===== config.mk =====
export PLATFORM = sky130hd
export DESIGN_NAME = lcd_pbus_writer
export DESIGN_NICKNAME = d
export VERILOG_FILES = /design/src/rtl/lcd_pbus_pkg.sv /design/src/rtl/lcd_pbus_regs.sv /design/src/rtl/lcd_pbus_xfer.sv /design/src/rtl/lcd_pbus_writer.sv
export SDC_FILE = /design/constraint.sdc
export NUM_CORES = 1
export LEC_CHECK = 0
export ABC_CLOCK_PERIOD_IN_PS = 5800
export BUFFER_PORTS_ARGS = -buffer_cell sky130_fd_sc_hd__clkbuf_2
export CAP_MARGIN = 20
export CORE_AREA = 2 2 139 141
export DETAILED_ROUTE_END_ITERATION = 8
export DIE_AREA = 0 0 141 143
export PLACE_DENSITY = 0.8
export SLEW_MARGIN = 25
export SYNTH_ARGS = -nofsm -noshare
export SYNTH_HDL_FRONTEND = slang
export SYNTH_HIERARCHICAL = 1
export SYNTH_SLANG_ARGS = --single-unit
export TNS_END_PERCENT = 50

===== constraint.sdc =====
create_clock -name clk -period 5.8 [get_ports clk]
set_input_delay 1.74 -clock clk [delete_from_list [all_inputs] [get_ports clk]]
set_output_delay 1.74 -clock clk [all_outputs]
set_load 0.02 [all_outputs]

===== src/rtl/lcd_pbus_pkg.sv =====
`timescale 1ns/1ps
package lcd_pbus_pkg;

    localparam int PH_W = 4;

    localparam logic [1:0] A_TIMING = 2'd0;
    localparam logic [1:0] A_TRIG   = 2'd1;
    localparam logic [1:0] A_STAT   = 2'd2;
    localparam logic [1:0] A_GEOM   = 2'd3;

    typedef enum logic [2:0] {
        XS_IDLE, XS_FETCH, XS_CSS, XS_WRS, XS_ACT, XS_HLD, XS_FIN
    } xfer_state_e;

    typedef struct packed {
        logic [PH_W-1:0] cs_lead;
        logic [PH_W-1:0] wr_setup;
        logic [PH_W-1:0] wr_low;
        logic [PH_W-1:0] wr_hold;
        logic            en;
    } bus_timing_t;

    function automatic logic [PH_W-1:0] eff_low(input bus_timing_t t);
        return (t.wr_low == '0) ? PH_W'(1) : t.wr_low;
    endfunction

    // Next non-empty phase; XS_FETCH marks the end of one write
    function automatic xfer_state_e phase_after(input xfer_state_e cur, input bus_timing_t t);
        case (cur)
            XS_FETCH: return (t.cs_lead != '0) ? XS_CSS : ((t.wr_setup != '0) ? XS_WRS : XS_ACT);
            XS_CSS:   return (t.wr_setup != '0) ? XS_WRS : XS_ACT;
            XS_WRS:   return XS_ACT;
            XS_ACT:   return (t.wr_hold != '0) ? XS_HLD : XS_FETCH;
            default:  return XS_FETCH;
        endcase
    endfunction

    function automatic logic [PH_W-1:0] phase_load(input xfer_state_e s, input bus_timing_t t);
        case (s)
            XS_CSS:  return t.cs_lead - PH_W'(1);
            XS_WRS:  return t.wr_setup - PH_W'(1);
            XS_ACT:  return eff_low(t) - PH_W'(1);
            XS_HLD:  return t.wr_hold - PH_W'(1);
            default: return '0;
        endcase
    endfunction

endpackage


===== src/rtl/lcd_pbus_regs.sv =====
`timescale 1ns/1ps
module lcd_pbus_regs
    import lcd_pbus_pkg::*;
#(
    parameter int DIM_W = 12,
    parameter int REG_W = 32
) (
    input  logic             clk,
    input  logic             rst,
    input  logic             we,
    input  logic [1:0]       addr,
    input  logic [REG_W-1:0] wdata,
    output logic [REG_W-1:0] rdata,
    input  logic             busy,
    input  logic             frame_end,
    input  logic             te,
    output bus_timing_t      timing,
    output logic [DIM_W-1:0] width,
    output logic [DIM_W-1:0] height,
    output logic             start,
    output logic             done
);
    localparam int H_LSB = 16;

    logic pending;
    logic trig_wr, sw_go, arm;
    logic unused_wdata;

    assign unused_wdata = ^wdata;
    assign trig_wr = we && (addr == A_TRIG);
    assign sw_go   = trig_wr && (wdata[1:0] == 2'b11);
    assign arm     = trig_wr && (wdata[1:0] == 2'b01) && timing.en && !busy;
    assign start   = timing.en && !busy && (sw_go || (te && pending));

    always_ff @(posedge clk) begin
        if (rst) begin
            timing  <= '{cs_lead: '0, wr_setup: '0, wr_low: PH_W'(1), wr_hold: '0, en: 1'b0};
            width   <= '0;
            height  <= '0;
            pending <= 1'b0;
            done    <= 1'b0;
        end else begin
            if (we && addr == A_TIMING) begin
                timing.cs_lead  <= wdata[19:16];
                timing.wr_setup <= wdata[15:12];
                timing.wr_low   <= wdata[11:8];
                timing.wr_hold  <= wdata[7:4];
                timing.en       <= wdata[0];
            end
            if (we && addr == A_GEOM) begin
                width  <= wdata[DIM_W-1:0];
                height <= wdata[H_LSB +: DIM_W];
            end
            if (!timing.en || start)
                pending <= 1'b0;
            else if (arm)
                pending <= 1'b1;
            if (frame_end)
                done <= 1'b1;
            else if (we && addr == A_STAT && wdata[0])
                done <= 1'b0;
        end
    end

    always_comb begin
        rdata = '0;
        case (addr)
            A_TIMING: begin
                rdata[19:16] = timing.cs_lead;
                rdata[15:12] = timing.wr_setup;
                rdata[11:8]  = timing.wr_low;
                rdata[7:4]   = timing.wr_hold;
                rdata[0]     = timing.en;
            end
            A_TRIG:  rdata[2] = pending;
            A_STAT:  rdata[1:0] = {busy, done};
            default: begin
                rdata[DIM_W-1:0]     = width;
                rdata[H_LSB +: DIM_W] = height;
            end
        endcase
    end


    done_set_chk: assert property (@(posedge clk) disable iff (rst) frame_end |=> done);

    done_clear_chk: assert property (@(posedge clk) disable iff (rst)
        (we && addr == A_STAT && wdata[0] && !frame_end) |=> !done);
endmodule


===== src/rtl/lcd_pbus_xfer.sv =====
`timescale 1ns/1ps
module lcd_pbus_xfer
    import lcd_pbus_pkg::*;
#(
    parameter int PIX_W = 24,
    parameter int CNT_W = 24
) (
    input  logic             clk,
    input  logic             rst,
    input  bus_timing_t      timing,
    input  logic             start,
    input  logic [CNT_W-1:0] total,
    input  logic             pix_valid,
    output logic             pix_ready,
    input  logic [PIX_W-1:0] pix_data,
    output logic             cs_n,
    output logic             wr_n,
    output logic             rs,
    output logic [PIX_W-1:0] data,
    output logic             busy,
    output logic             frame_end
);
    xfer_state_e      state, nxt_ph;
    logic [PH_W-1:0]  ph_cnt;
    logic [CNT_W-1:0] left;
    logic [PIX_W-1:0] data_q;
    logic             in_write;

    assign nxt_ph = phase_after(state, timing);

    always_ff @(posedge clk) begin
        if (rst) begin
            state  <= XS_IDLE;
            ph_cnt <= '0;
            left   <= '0;
            data_q <= '0;
        end else if (!timing.en) begin
            state <= XS_IDLE;
        end else begin
            case (state)
                XS_IDLE: if (start) begin
                    left  <= total;
                    state <= (total == '0) ? XS_FIN : XS_FETCH;
                end
                XS_FETCH: if (pix_valid) begin
                    data_q <= pix_data;
                    left   <= left - CNT_W'(1);
                    state  <= nxt_ph;
                    ph_cnt <= phase_load(nxt_ph, timing);
                end
                XS_FIN: state <= XS_IDLE;
                default: begin
                    if (ph_cnt != '0) begin
                        ph_cnt <= ph_cnt - PH_W'(1);
                    end else if (nxt_ph == XS_FETCH) begin
                        state <= (left == '0) ? XS_FIN : XS_FETCH;
                    end else begin
                        state  <= nxt_ph;
                        ph_cnt <= phase_load(nxt_ph, timing);
                    end
                end
            endcase
        end
    end

    assign in_write  = (state == XS_CSS) || (state == XS_WRS) ||
                       (state == XS_ACT) || (state == XS_HLD);
    assign cs_n      = !(in_write && timing.en);
    assign wr_n      = !((state == XS_ACT) && timing.en);
    assign rs        = in_write && timing.en;
    assign data      = data_q;
    assign pix_ready = (state == XS_FETCH) && timing.en;
    assign busy      = (state != XS_IDLE);
    assign frame_end = (state == XS_FIN);


    start_idle_chk: assert property (@(posedge clk) disable iff (rst) start |-> state == XS_IDLE);

    strobe_in_cs_chk: assert property (@(posedge clk) disable iff (rst) !wr_n |-> !cs_n);

    data_hold_chk: assert property (@(posedge clk) disable iff (rst)
        (!cs_n && $past(!cs_n)) |-> $stable(data));

    disable_idle_chk: assert property (@(posedge clk) disable iff (rst) !timing.en |=> !busy);
endmodule


===== src/rtl/lcd_pbus_writer.sv =====
`timescale 1ns/1ps
module lcd_pbus_writer
    import lcd_pbus_pkg::*;
#(
    parameter int PIX_W = 24,
    parameter int DIM_W = 12
) (
    input  logic             clk,
    input  logic             rst,
    input  logic             reg_we,
    input  logic [1:0]       reg_addr,
    input  logic [31:0]      reg_wdata,
    output logic [31:0]      reg_rdata,
    input  logic             te_pulse,
    input  logic             pix_valid,
    output logic             pix_ready,
    input  logic [PIX_W-1:0] pix_data,
    output logic             lcd_cs_n,
    output logic             lcd_wr_n,
    output logic             lcd_rs,
    output logic [PIX_W-1:0] lcd_data,
    output logic             irq_frame_done
);
    localparam int CNT_W = 2 * DIM_W;

    bus_timing_t      timing;
    logic [DIM_W-1:0] width, height;
    logic [CNT_W-1:0] total;
    logic             start, busy, frame_end;

    assign total = CNT_W'(width) * CNT_W'(height);

    lcd_pbus_regs #(.DIM_W(DIM_W), .REG_W(32)) regs_i (
        .clk(clk), .rst(rst), .we(reg_we), .addr(reg_addr), .wdata(reg_wdata),
        .rdata(reg_rdata), .busy(busy), .frame_end(frame_end), .te(te_pulse),
        .timing(timing), .width(width), .height(height), .start(start),
        .done(irq_frame_done)
    );

    lcd_pbus_xfer #(.PIX_W(PIX_W), .CNT_W(CNT_W)) xfer_i (
        .clk(clk), .rst(rst), .timing(timing), .start(start), .total(total),
        .pix_valid(pix_valid), .pix_ready(pix_ready), .pix_data(pix_data),
        .cs_n(lcd_cs_n), .wr_n(lcd_wr_n), .rs(lcd_rs), .data(lcd_data),
        .busy(busy), .frame_end(frame_end)
    );


    irq_not_busy_chk: assert property (@(posedge clk) disable iff (rst)
        $rose(irq_frame_done) |-> !busy);
endmodule


==> results.md <==
- The maximum cell stage delay along the critical path is 0.52 ns.
- The post-layout total power is between 1000 and 1500 uW.
- Setup repair after global routing could not meet its margin everywhere.
- The share of total power in the clock network is 40.2%.
- The remaining antenna violation count is 0.
- The number of nets in the finished design is 1,669.
- The via count of the first global-routing pass is ~9.3k.
- The number of synthesized register bits is 98.
- The worst pin sits at a relative slew slack of 31.45%.
- The final sum of negative setup slack is -0.09818 ns.
- The total overflow reported by the global router is 0.
- Of all nets on the critical path, the largest fanout is 5.
- The width of the chip is 141 um.
- The total wire length is between 20,000 and 30,000 um.
- Using the TritonRoute via totals, the vias-per-cell ratio works out to 5.621.
- The average cell area after synthesis is 7.818 um^2.
- Counting flops with a built-in enable in the synthesized netlist gives 0.
- Internal power comes to 1061 uW.
- In the post-route analysis, the smallest setup slack over all paths is -0.07339 ns.
- The first-iteration detailed-routing DRC count is 784.
- The cell sitting at the root of the clock tree is a clkbuf_16.
- In this run the static leakage power is 0.005705 uW.
- The final-report setup violation count is 2.
- In the synthesized netlist the async set-or-reset flop fraction comes to 0%.
- The count of cells along the worst register-to-register path is 23.
- The overall fraction of global-route tracks in use is 26.76%.
- For the pin with the worst max-slew slack, the measured transition is a little over 1 ns.
- The number of iterations in the first detailed-routing pass is 7.
- Measured along the y axis, the die boundary spans 143 um.
- The final weighted congestion in routability-driven placement is 0.8764.
- At the later pin of the worst-skew pair, clock insertion delay measures 0.36 ns.
- The count of buffering cells on the critical path with inverters included is 5.
- Sequential cells were found to cover 19.76% of the synthesized design area.
- From synthesis to final layout, the design area changed by 20.71%.
- The count of inserted antenna diode cells is 0.
- The slowest library cell on the worst path is fa_1.
- The number of unique standard cell types used by synthesis is slightly above 80.
- The worst setup path is launched from a flop.
- Port buffering added 115 buffers.
- The number of clock sinks is 98.
- The final reports fail on setup timing.
- The signal on the critical path passes through buf_4, and2_1, fa_1, inv_1, fa_1, inv_1, fa_1, fa_1, inv_2, fa_1, inv_2, ha_4, o21ai_2, a21oi_4, a41oi_4, or3_1, o311a_1, nor4_1, nand4_1, o21bai_1, a21boi_1, a2111o_1, a21oi_2.
- The worst path in the final design needs a cycle of 5.873 ns, including I/O delays and setup.
- The worst min-delay path startpoint is xfer_i/data[20].
- The clock input transition at the sequential cells of the worst setup and hold paths is 0.08 ns.
- The arrival time at the worst endpoint is 6.17 ns.
- The routed length per placed instance is 16.02 um.
- The top cell family by delay on the critical path is adder cells.
- The power dissipated by switching net loads is roughly 430 uW.
- For this configuration, the core starts out at a cell density of 53.43%.
- The part of the total power dissipated in combinational logic is around 13%.
- The hold violation count in the final report is 0.
- During I/O placement, the number of pins put on the boundary was 124.
- The number of placement rows is 50.
- The total CTS buffers is 9.
- The worst-case hold path end point is xfer_i/data[20].
- Synthesis handed over a netlist of approximately 1.3k instances.
- In this design, the critical path's most frequently occurring cell is fa_1.
- Entering global routing, the biggest net connects 46 pins.
- For this design the ratio of total power to cell area is about 120 nW/um^2.
- The detailed-route DRC error count is 0.
- Net switching is 28.64% of the power.
- The total of warnings raised by yosys is 6.
- Registers are responsible for 46.8% of the overall power.
- The total die area is 20,160 um^2.
- The total of max-cap violations is 0.
- The HPWL after detailed placement is between 15,000 and 20,000 um.
- Across all register-to-register paths, the minimum setup slack is -0.07 ns.
- The cell count of the worst hold path is 2.
- STA puts the critical path data required time at 6.10 ns.
- The flow ran to the end, but the final reports show violations.
- The worst register-to-register path ends at xfer_i/state[1].
- The final clock period utilization by the worst path is 101.3%.
- Summing every instance area after synthesis gives slightly below 10,000 um^2.
- Among all flip-flop cells after synthesis, the most frequent one is dfxtp_1.
- The critical path is of the reg2reg type.
- The worst setup path is captured at a flop.
- The number of antenna violations at the first check in global routing is 0.
- Of the cells placed in the final design, the portion with a size suffix greater than 1 is about a quarter.
- The number of buffers inserted by hold repair at cts is 0.
- IR analysis of the VDD net gives a maximum drop of 0.1962 mV.
- The area of the placeable core is 18,580 um^2.
- The clock arrives with 0.02023 ns of skew.
- CTS built an H-tree with a depth of 3.
- The first global-routing pass estimated around 44,000 um of wire.
- The number of max-slew violations in the final report is 0.
- The CTS tree is built.
- The type of the most critical hold path is reg2reg.
- The startpoint identified for the worst register-to-register timing path is regs_i/height[6].
- The upper clock frequency limit is 0.1703 GHz.
- Detailed routing inserted a total of 9,444 vias.
- The maximum count of clock buffers along a single path is 2.
- Across all hold checks on the routed design, the worst slack comes to 0.4556 ns.
==> layout make-up <==
| type | instances | area (um^2) |
|---|---|---|
| Multi-Input combinational cell | 936 | 7268 |
| Fill cell | 1450 | 6596 |
| Sequential cell | 98 | 2012 |
| Timing Repair Buffer | 236 | 1523 |
| Inverter | 160 | 600.6 |
| Tap cell | 234 | 292.8 |
| Clock buffer | 9 | 225.2 |
| Clock inverter | 7 | 62.56 |
==> through the flow <==
step           utilization, %  worst slack, ns  std cells  instance area [um^2]
2_1_floorplan               -         0.009870       1273                  9995
3_3_place_gp            60.23          -0.2716       1645                 11190
3_5_place_dp            60.23          -0.4142       1645                 11190
4_1_cts                 63.84         0.003501       1676                 11860
5_1_grt                 64.50          -0.2954       1680                 11980
6_report                64.50         -0.07339       1680                 11980
==> worst min-delay path, delay by kind of cell, from the launching register on <==
| family | cells | cell delay (ns) |
|---|---|---|
| AND/OR/NAND/NOR | 1 | 0.05 |
| AO/OA/AOI/OAI | 1 | 0.05 |
| flip-flops | 1 | 0.31 |
==> layer usage <==
layer  GRT usage (%)  vias to the layer above  wire [um]
li1                -                     4502          -
met1           32.89                     4501      10780
met2           47.34                      386      13690
met3           4.628                       55       1820
met4           9.842                        0        622
met5               0                        -          0
==> synth_stat cells, drive strengths merged (15+ instances only) <==
master,n,share of area (%)
clkbuf,58,2.4
ha,65,8.2
fa,100,20
buf,20,1.7
nor2,53,2.2
a21oi,121,6.2
and3,15,0.95
and2,61,3.9
inv,160,6.0
nor3,16,0.92
nand2,268,10
nand3,18,0.91
dfxtp,98,20
o21ai,38,1.9
==> what timing repair did <==
action / CTS / global route
gates cloned: 0 / 0
resized for setup: 73 / 27
pin swaps: 49 / 38
setup buffers: 15 / 4
setup endpoints to repair: 3 / 3
==> power groups by stage <==
stage               sequential (uW)  combinational (uW)  clock [uW]
floorplan                       705                 106           0
global placement                714                 170           0
detailed placement              715                 172           0
CTS                             695                 183         607
global route                    697                 209         627
finish                          696                 193         598
==> cells in the final DEF, fill, tap and decap left out, drive strengths merged, types with 11 or more instances in the layout <==
| master | count |
|---|---|
| fa | 100 |
| xnor2 | 12 |
| nor4 | 14 |
| nand2 | 268 |
| a21oi | 121 |
| a211oi | 11 |
| clkbuf | 123 |
| o21ai | 38 |
| inv | 163 |
| and3 | 15 |
| buf | 122 |
| and2 | 61 |
| o22ai | 11 |
| dfxtp | 98 |
| nor2 | 53 |
| nand3 | 18 |
| a22o | 13 |
| nor3 | 16 |
| ha | 65 |
==> registers in the layout, indices dropped and copies added (netlist names) <==
name,count
xfer_i/left,24
xfer_i/state,3
regs_i/height,12
xfer_i/ph_cnt,4
xfer_i/data,24
regs_i/pending,1
regs_i/timing,17
regs_i/width,12
regs_i/done,1
==> cell families (layout without fill, tap and decap cells) <==
family / Yosys count / after routing / synth area share, %
buffers and inverters: 239 / 412 / 10.25
xor gates and xnor gates: 20 / 20 / 1.764
and+or+nand+nor: 481 / 481 / 22.86
other: 1 / 4 / 0.03777
AOI/OAI and AO/OA: 261 / 261 / 16.46
DFF: 98 / 98 / 19.76
muxes: 5 / 5 / 0.5167
adders and majority gates: 165 / 165 / 28.36
==> worst max path at each step <==
| stage | start | end | slack [ns] | cells past startpoint |
|---|---|---|---|---|
| 2_1_floorplan | regs_i/width[5] | xfer_i/state[1] | 0.01 | 25 |
| 3_3_place_gp | regs_i/width[3] | xfer_i/state[1] | -0.27 | 23 |
| 3_5_place_dp | regs_i/height[3] | xfer_i/state[1] | -0.41 | 25 |
| 4_1_cts | regs_i/height[5] | xfer_i/state[1] | 0.004 | 23 |
| 5_1_grt | regs_i/height[3] | xfer_i/state[1] | -0.30 | 24 |
| 6_report | regs_i/height[6] | xfer_i/state[1] | -0.07 | 23 |
(Power assumes the default switching activity.)
